==> config.mk <==
export PLATFORM = sky130hd
export DESIGN_NAME = mbox_slot
export DESIGN_NICKNAME = d
export VERILOG_FILES = /design/src/rtl/mbox_slot_pkg.sv /design/src/rtl/mbox_slot_ctrl.sv /design/src/rtl/mbox_slot_dp.sv /design/src/rtl/mbox_slot.sv
export SDC_FILE = /design/constraint.sdc
export NUM_CORES = 1
export LEC_CHECK = 0
export BUFFER_PORTS_ARGS = -buffer_cell sky130_fd_sc_hd__buf_2
export CAP_MARGIN = 20
export CORE_ASPECT_RATIO = 1.2
export CORE_MARGIN = 1.5
export CORE_UTILIZATION = 43
export DETAILED_ROUTE_END_ITERATION = 8
export HOLD_SLACK_MARGIN = 0.08
export PLACE_DENSITY = 0.66
export SYNTH_ARGS = -nofsm -noshare
export SYNTH_HDL_FRONTEND = slang
export SYNTH_SLANG_ARGS = --single-unit
export TNS_END_PERCENT = 20
==> constraint.sdc <==
create_clock -name clk -period 6.1 [get_ports clk]
set_input_delay 0.305 -clock clk [delete_from_list [all_inputs] [get_ports clk]]
set_output_delay 0.305 -clock clk [all_outputs]
set_load 0.02 [all_outputs]
==> src/rtl/mbox_slot_pkg.sv <==
package mbox_slot_pkg;

  // command word bit positions (the software side depends on these)
  localparam int CMD_CLAIM   = 24;
  localparam int CMD_PURGE   = 25;
  localparam int CMD_COMMIT  = 26;
  localparam int CMD_DISCARD = 27;

  // strobes from control to datapath
  typedef struct packed {
    logic memWr;   // store wrData into the claimed entry
    logic lenWr;   // record committed length
    logic rdStat;  // read returns status word
    logic rdWord;  // read returns a head-entry word
    logic rdAny;   // any read this cycle
  } slotStrbT;

endpackage

==> src/rtl/mbox_slot_ctrl.sv <==
module mbox_slot_ctrl
  import mbox_slot_pkg::*;
#(
  parameter int LOG2_ENTRIES = 2,
  parameter int LOG2_WORDS   = 3
) (
  input  logic                    clk,
  input  logic                    rstN,
  input  logic                    wrEn,
  input  logic                    rdEn,
  input  logic [LOG2_WORDS:0]     regAddr,
  input  logic [3:0]              cmdBits,
  output slotStrbT                strb,
  output logic [LOG2_WORDS-1:0]   wordIdx,
  output logic [LOG2_ENTRIES-1:0] wrPtr,
  output logic [LOG2_ENTRIES-1:0] rdPtr,
  output logic [LOG2_ENTRIES:0]   cnt,
  output logic                    full,
  output logic                    empty
);

  localparam int ENTRIES = 1 << LOG2_ENTRIES;
  localparam int WORDS   = 1 << LOG2_WORDS;
  localparam int AW      = LOG2_WORDS + 1;

  logic          claimed;
  logic          isCmd, isStat, isData;
  logic [AW-1:0] dataOff;
  logic          cmdWr, doPurge, doClaim, doCommit, doDiscard;

  // address decode
  always_comb begin
    isCmd   = (regAddr == AW'(0));
    isStat  = (regAddr == AW'(1));
    dataOff = regAddr - AW'(2);
    isData  = (regAddr >= AW'(2)) && (dataOff < AW'(WORDS));
    wordIdx = dataOff[LOG2_WORDS-1:0];
  end

  assign full  = (cnt == (LOG2_ENTRIES+1)'(ENTRIES));
  assign empty = (cnt == '0);

  // command decode; purge dominates
  always_comb begin
    cmdWr     = wrEn && isCmd;
    doPurge   = cmdWr && cmdBits[CMD_PURGE-CMD_CLAIM];
    doClaim   = cmdWr && cmdBits[0] && !doPurge && !full;
    doCommit  = cmdWr && cmdBits[CMD_COMMIT-CMD_CLAIM] && !doPurge && claimed && !full;
    doDiscard = cmdWr && cmdBits[CMD_DISCARD-CMD_CLAIM] && !doPurge && !empty;
  end

  always_comb begin
    strb.memWr  = wrEn && isData && claimed && !full;
    strb.lenWr  = doCommit;
    strb.rdStat = rdEn && isStat;
    strb.rdWord = rdEn && isData;
    strb.rdAny  = rdEn;
  end

  always_ff @(posedge clk or negedge rstN) begin
    if (!rstN) begin
      wrPtr   <= '0;
      rdPtr   <= '0;
      cnt     <= '0;
      claimed <= 1'b0;
    end else if (doPurge) begin
      wrPtr   <= '0;
      rdPtr   <= '0;
      cnt     <= '0;
      claimed <= 1'b0;
    end else begin
      if (doCommit)       claimed <= 1'b0;
      else if (doClaim)   claimed <= 1'b1;
      if (doCommit)  wrPtr <= wrPtr + 1'b1;
      if (doDiscard) rdPtr <= rdPtr + 1'b1;
      if (doCommit && !doDiscard)      cnt <= cnt + 1'b1;
      else if (doDiscard && !doCommit) cnt <= cnt - 1'b1;
    end
  end

endmodule

==> src/rtl/mbox_slot_dp.sv <==
module mbox_slot_dp
  import mbox_slot_pkg::*;
#(
  parameter int LOG2_ENTRIES = 2,
  parameter int LOG2_WORDS   = 3
) (
  input  logic                    clk,
  input  logic                    rstN,
  input  slotStrbT                strb,
  input  logic [LOG2_ENTRIES-1:0] wrPtr,
  input  logic [LOG2_ENTRIES-1:0] rdPtr,
  input  logic [LOG2_WORDS-1:0]   wordIdx,
  input  logic [LOG2_ENTRIES:0]   cnt,
  input  logic                    full,
  input  logic                    empty,
  input  logic [31:0]             wrData,
  output logic [31:0]             rdData
);

  localparam int ENTRIES = 1 << LOG2_ENTRIES;
  localparam int WORDS   = 1 << LOG2_WORDS;
  localparam int DEPTH   = ENTRIES * WORDS;

  logic [31:0] mem [DEPTH];
  logic [7:0]  lenMem [ENTRIES];
  logic [7:0]  headLen;
  logic [31:0] statusWord;

  always_ff @(posedge clk) begin
    if (strb.memWr) mem[{wrPtr, wordIdx}] <= wrData;
  end

  // per-entry length registers
  for (genvar e = 0; e < ENTRIES; e++) begin : g_len
    always_ff @(posedge clk or negedge rstN) begin
      if (!rstN)
        lenMem[e] <= '0;
      else if (strb.lenWr && (wrPtr == LOG2_ENTRIES'(e)))
        lenMem[e] <= wrData[7:0];
    end
  end

  always_comb begin
    headLen    = empty ? 8'd0 : lenMem[rdPtr];
    statusWord = {4'(LOG2_WORDS), 4'b0000, headLen, 8'(cnt),
                  6'(LOG2_ENTRIES), empty, full};
  end

  always_ff @(posedge clk or negedge rstN) begin
    if (!rstN)
      rdData <= '0;
    else if (strb.rdAny) begin
      if (strb.rdStat)      rdData <= statusWord;
      else if (strb.rdWord) rdData <= mem[{rdPtr, wordIdx}];
      else                  rdData <= '0;
    end
  end

endmodule

==> src/rtl/mbox_slot.sv <==
module mbox_slot
  import mbox_slot_pkg::*;
#(
  parameter int LOG2_ENTRIES = 2,
  parameter int LOG2_WORDS   = 3
) (
  input  logic                  clk,
  input  logic                  rstN,
  input  logic                  wrEn,
  input  logic                  rdEn,
  input  logic [LOG2_WORDS:0]   regAddr,
  input  logic [31:0]           wrData,
  output logic [31:0]           rdData
);

  slotStrbT                strb;
  logic [LOG2_WORDS-1:0]   wordIdx;
  logic [LOG2_ENTRIES-1:0] wrPtr, rdPtr;
  logic [LOG2_ENTRIES:0]   cnt;
  logic                    full, empty;

  mbox_slot_ctrl #(.LOG2_ENTRIES(LOG2_ENTRIES), .LOG2_WORDS(LOG2_WORDS)) uCtrl (
    .clk(clk), .rstN(rstN), .wrEn(wrEn), .rdEn(rdEn), .regAddr(regAddr),
    .cmdBits(wrData[CMD_DISCARD:CMD_CLAIM]), .strb(strb), .wordIdx(wordIdx),
    .wrPtr(wrPtr), .rdPtr(rdPtr), .cnt(cnt), .full(full), .empty(empty)
  );

  mbox_slot_dp #(.LOG2_ENTRIES(LOG2_ENTRIES), .LOG2_WORDS(LOG2_WORDS)) uDp (
    .clk(clk), .rstN(rstN), .strb(strb), .wrPtr(wrPtr), .rdPtr(rdPtr),
    .wordIdx(wordIdx), .cnt(cnt), .full(full), .empty(empty),
    .wrData(wrData), .rdData(rdData)
  );

endmodule

==> flow_metrics.tcl <==
set metrics [dict create \
    port_buffers 71 \
    ys_types 54 \
    vias 22530 \
    pin_count 72 \
    cp.arrival_ns 3.85 \
    fin_skew_ns 0.02818 \
    fin_crit_ns 3.491 \
    end_kind "flop" \
    fin_util 0.4880 \
    dieWidth_um 291.9 \
    finalNonFillerCells 3785 \
    clk_latency_ns 0.68 \
    cp_slowest_cell "nor2_4" \
    routed_via_density 5.952 \
    netlist.top_cell.by_area "edfxtp_1" \
    rsz0062_at_grt "false" \
    clock-root-buffer "clkbuf_16" \
    core_um2 99630 \
    drive_gt1_frac 0.1639 \
    grt_pass1_vias 22650 \
    syn_nets 2360 \
    drc 0 \
    power_frac_comb 0.076 \
    async_flop_share 0.06569 \
    worstSetupPathType "flop to flop" \
    grt_max_degree 139 \
    rows 127 \
    slew_viol_final 0 \
    place_inst 3582 \
    fin_area_um2 48620 \
    fin_nets 2454 \
    status "finished, final reports clean" \
    dp_hpwl_mm 67.20 \
    synth_area_um2 43070 \
    firstDrtPassIters 5 \
    crit_fanout 20 \
    dieArea_um2 102100 \
    path_cells "or3b_2, nand3_1, a21oi_1, nand3b_1, nor2_4, buf_4" \
    area_growth_pct 12.89 \
    cap_violations 0 \
    seqPwrFrac 0.510 \
    worst_ep_required_time_ns 6.46 \
    vdd.ir_drop.worst_mv 0.2720 \
    max_stage_delay_ns 0.92 \
    grt_pass1_wl_mm 159.7 \
    max_freq_ghz 0.2865 \
    tns_ns 0 \
    hold_viol 0 \
    fill_cells 7918 \
    synth_ff_type "edfxtp_1" \
    grtUsageTotal 0.2166 \
    gp_congestion 0.8897 \
    hold_class "primary input to flop" \
    antenna_left 0 \
    tightest_slew_ns 1.189 \
    synthTopCellsByArea "edfxtp_1 71%, mux2i_1 10%, dfrtp_1 4.2%, mux4_2 1.9%, a22oi_1 1.7%" \
    p_sw_mw 3.715 \
    p_sw_frac 0.2261 \
    die_y_um 349.7 \
    setup_violations 0 \
    start_util 0.4323 \
    cts_buffers 103 \
    p_leak_nw 16.85 \
    synth_top_area_frac 0.7139 \
    max_slew_margin 0.2073 \
    clkPwrFrac 0.414 \
    seq_area_frac_synth 0.7558 \
    grt-ovfl-total 0 \
    netlist_instances 2312 \
    synthTopCellsByCount "1,024 x edfxtp_1, 443 x mux2i_1, 99 x a22oi_1, 72 x dfrtp_1, 67 x a221oi_1" \
    ctsHtreeMaxLevel 3 \
    p_int_mw 12.72 \
    cts_tree "built" \
    worstSetupStartpointType "flop" \
    cts_num_sinks 1096 \
    p_per_area_nw_per_um2 338.0 \
    dpl-instance-area_um2 44780 \
    drt_iter0_drc 2479 \
    synth.most_common_cell "edfxtp_1" \
    wirelength_mm 111.5 \
    ys_ff_latch 1096 \
    wl_per_cell_um 29.45 \
    fin_crit_sh 0.5723 \
    syn_area_per_cell_um2 18.63 \
    synth_warnings 0 \
    clockBufferDepth 3 \
    cts_resized 0 \
    cts_setup_buffers 0 \
    antenna_found_initial 6 \
    synth_edf_count 1024 \
    clk_pin_slew_ns 0.07 \
]
## per-layer routing
layer  wire length (um)  vias up  GRT usage
li1                   -     9599          -
met1              42840    11740     0.2712
met2              56530      977     0.3709
met3               6922      216    0.03309
met4               5188        0     0.1007
met5                  0        -          0
## cell usage in the layout, fill, tap and decap left out, types with 37 or more instances in the layout
cell type	instances
buf_4	38
a21oi_1	53
dfrtp_1	72
edfxtp_1	1024
clkbuf_16	106
o22ai_1	37
mux2_2	44
a22o_1	64
a22oi_1	99
mux2i_1	443
buf_2	69
a221oi_1	67
## state kept, by name (all words and copies together), names as in the netlist
name,flops
uDp.mem,1024
uDp.rdData,32
uCtrl.claimed,1
uCtrl.rdPtr,2
uDp.lenMem,32
uCtrl.wrPtr,2
uCtrl.cnt,3
## kinds of logic (layout without fill, tap and decap cells)
group                    after synthesis  in the layout  share of synthesized area
flip-flops                          1096           1096                     0.7558
multiplexers                         524            524                     0.1335
AO/OA/AOI/OAI                        367            367                    0.06458
buffers and inverters                167            345                    0.02580
AND/OR/NAND/NOR                      146            146                    0.01699
adder cells (fa/ha/maj)                8              8                   0.002498
XOR/XNOR                               4              4                  0.0008136
other                                  0              5                          0
## power groups by stage
stage | Sequential (mW) | Clock [mW] | Combinational, mW
global placement | 8.53 | 0 | 1.22
floorplan | 8.52 | 0 | 0.694
finish | 8.38 | 6.80 | 1.25
global route | 8.38 | 7.13 | 1.32
CTS | 8.38 | 6.87 | 1.25
detailed placement | 8.54 | 0 | 1.24
## critical path, delay by kind of cell (launching register included)
family / cells / cell delay, ns
AO/OA/AOI/OAI: 1 / 0.31
buffers and inverters: 1 / 0.36
flip-flops: 1 / 0.44
AND/OR/NAND/NOR: 4 / 2.05
## layout make-up
| type | count | area, um2 | area share |
|---|---|---|---|
| clock buffer | 127 | 2801 | 0.05762 |
| tap | 1290 | 1614 | 0.03320 |
| timing repair buffer | 125 | 1016 | 0.02089 |
| antenna | 5 | 12.51 | 0.0002573 |
| sequential | 1096 | 32550 | 0.6695 |
| clock inverter | 62 | 830.8 | 0.01709 |
| inverter | 31 | 116.4 | 0.002393 |
| multi-input combinational | 1049 | 9681 | 0.1991 |
## stage by stage
step | hold WS [ns] | total power [mW] | setup slack, ns
floorplan | 0.009409 | 9.219 | 2.674
global placement | 0.4685 | 9.757 | 2.168
detailed placement | 0.4848 | 9.779 | 2.109
CTS | 0.1462 | 16.50 | 2.634
global route | 0.1868 | 16.83 | 2.426
finish | 0.1723 | 16.43 | 2.609
## final timing paths
| check | from | to | slack (ns) | cells after the start |
|---|---|---|---|---|
| max | uCtrl.cnt[2]$_DFFE_PN0P_ | uDp.mem[28][20]$_DFFE_PP_ | 2.61 | 6 |
| min reg2reg | uDp.lenMem[18]$_DFFE_PN0P_ | uDp.lenMem[18]$_DFFE_PN0P_ | 0.50 | 1 |
| min | wrData[28] | uDp.mem[30][28]$_DFFE_PP_ | 0.17 | 1 |
| min in group asynchronous | rstN | uDp.lenMem[29]$_DFFE_PN0P_ | 0.59 | 3 |
| max in group asynchronous | rstN | uDp.rdData[11]$_DFFE_PN0P_ | 4.88 | 4 |
| max reg2reg | uCtrl.cnt[2]$_DFFE_PN0P_ | uDp.mem[28][20]$_DFFE_PP_ | 2.61 | 6 |
## timing repair
action | 4_1_cts | 5_1_grt
hold endpoints to repair | 73 | 17
hold buffers | 2 | 1
setup endpoints to repair | 0 | 0
(Power assumes the default switching activity.)
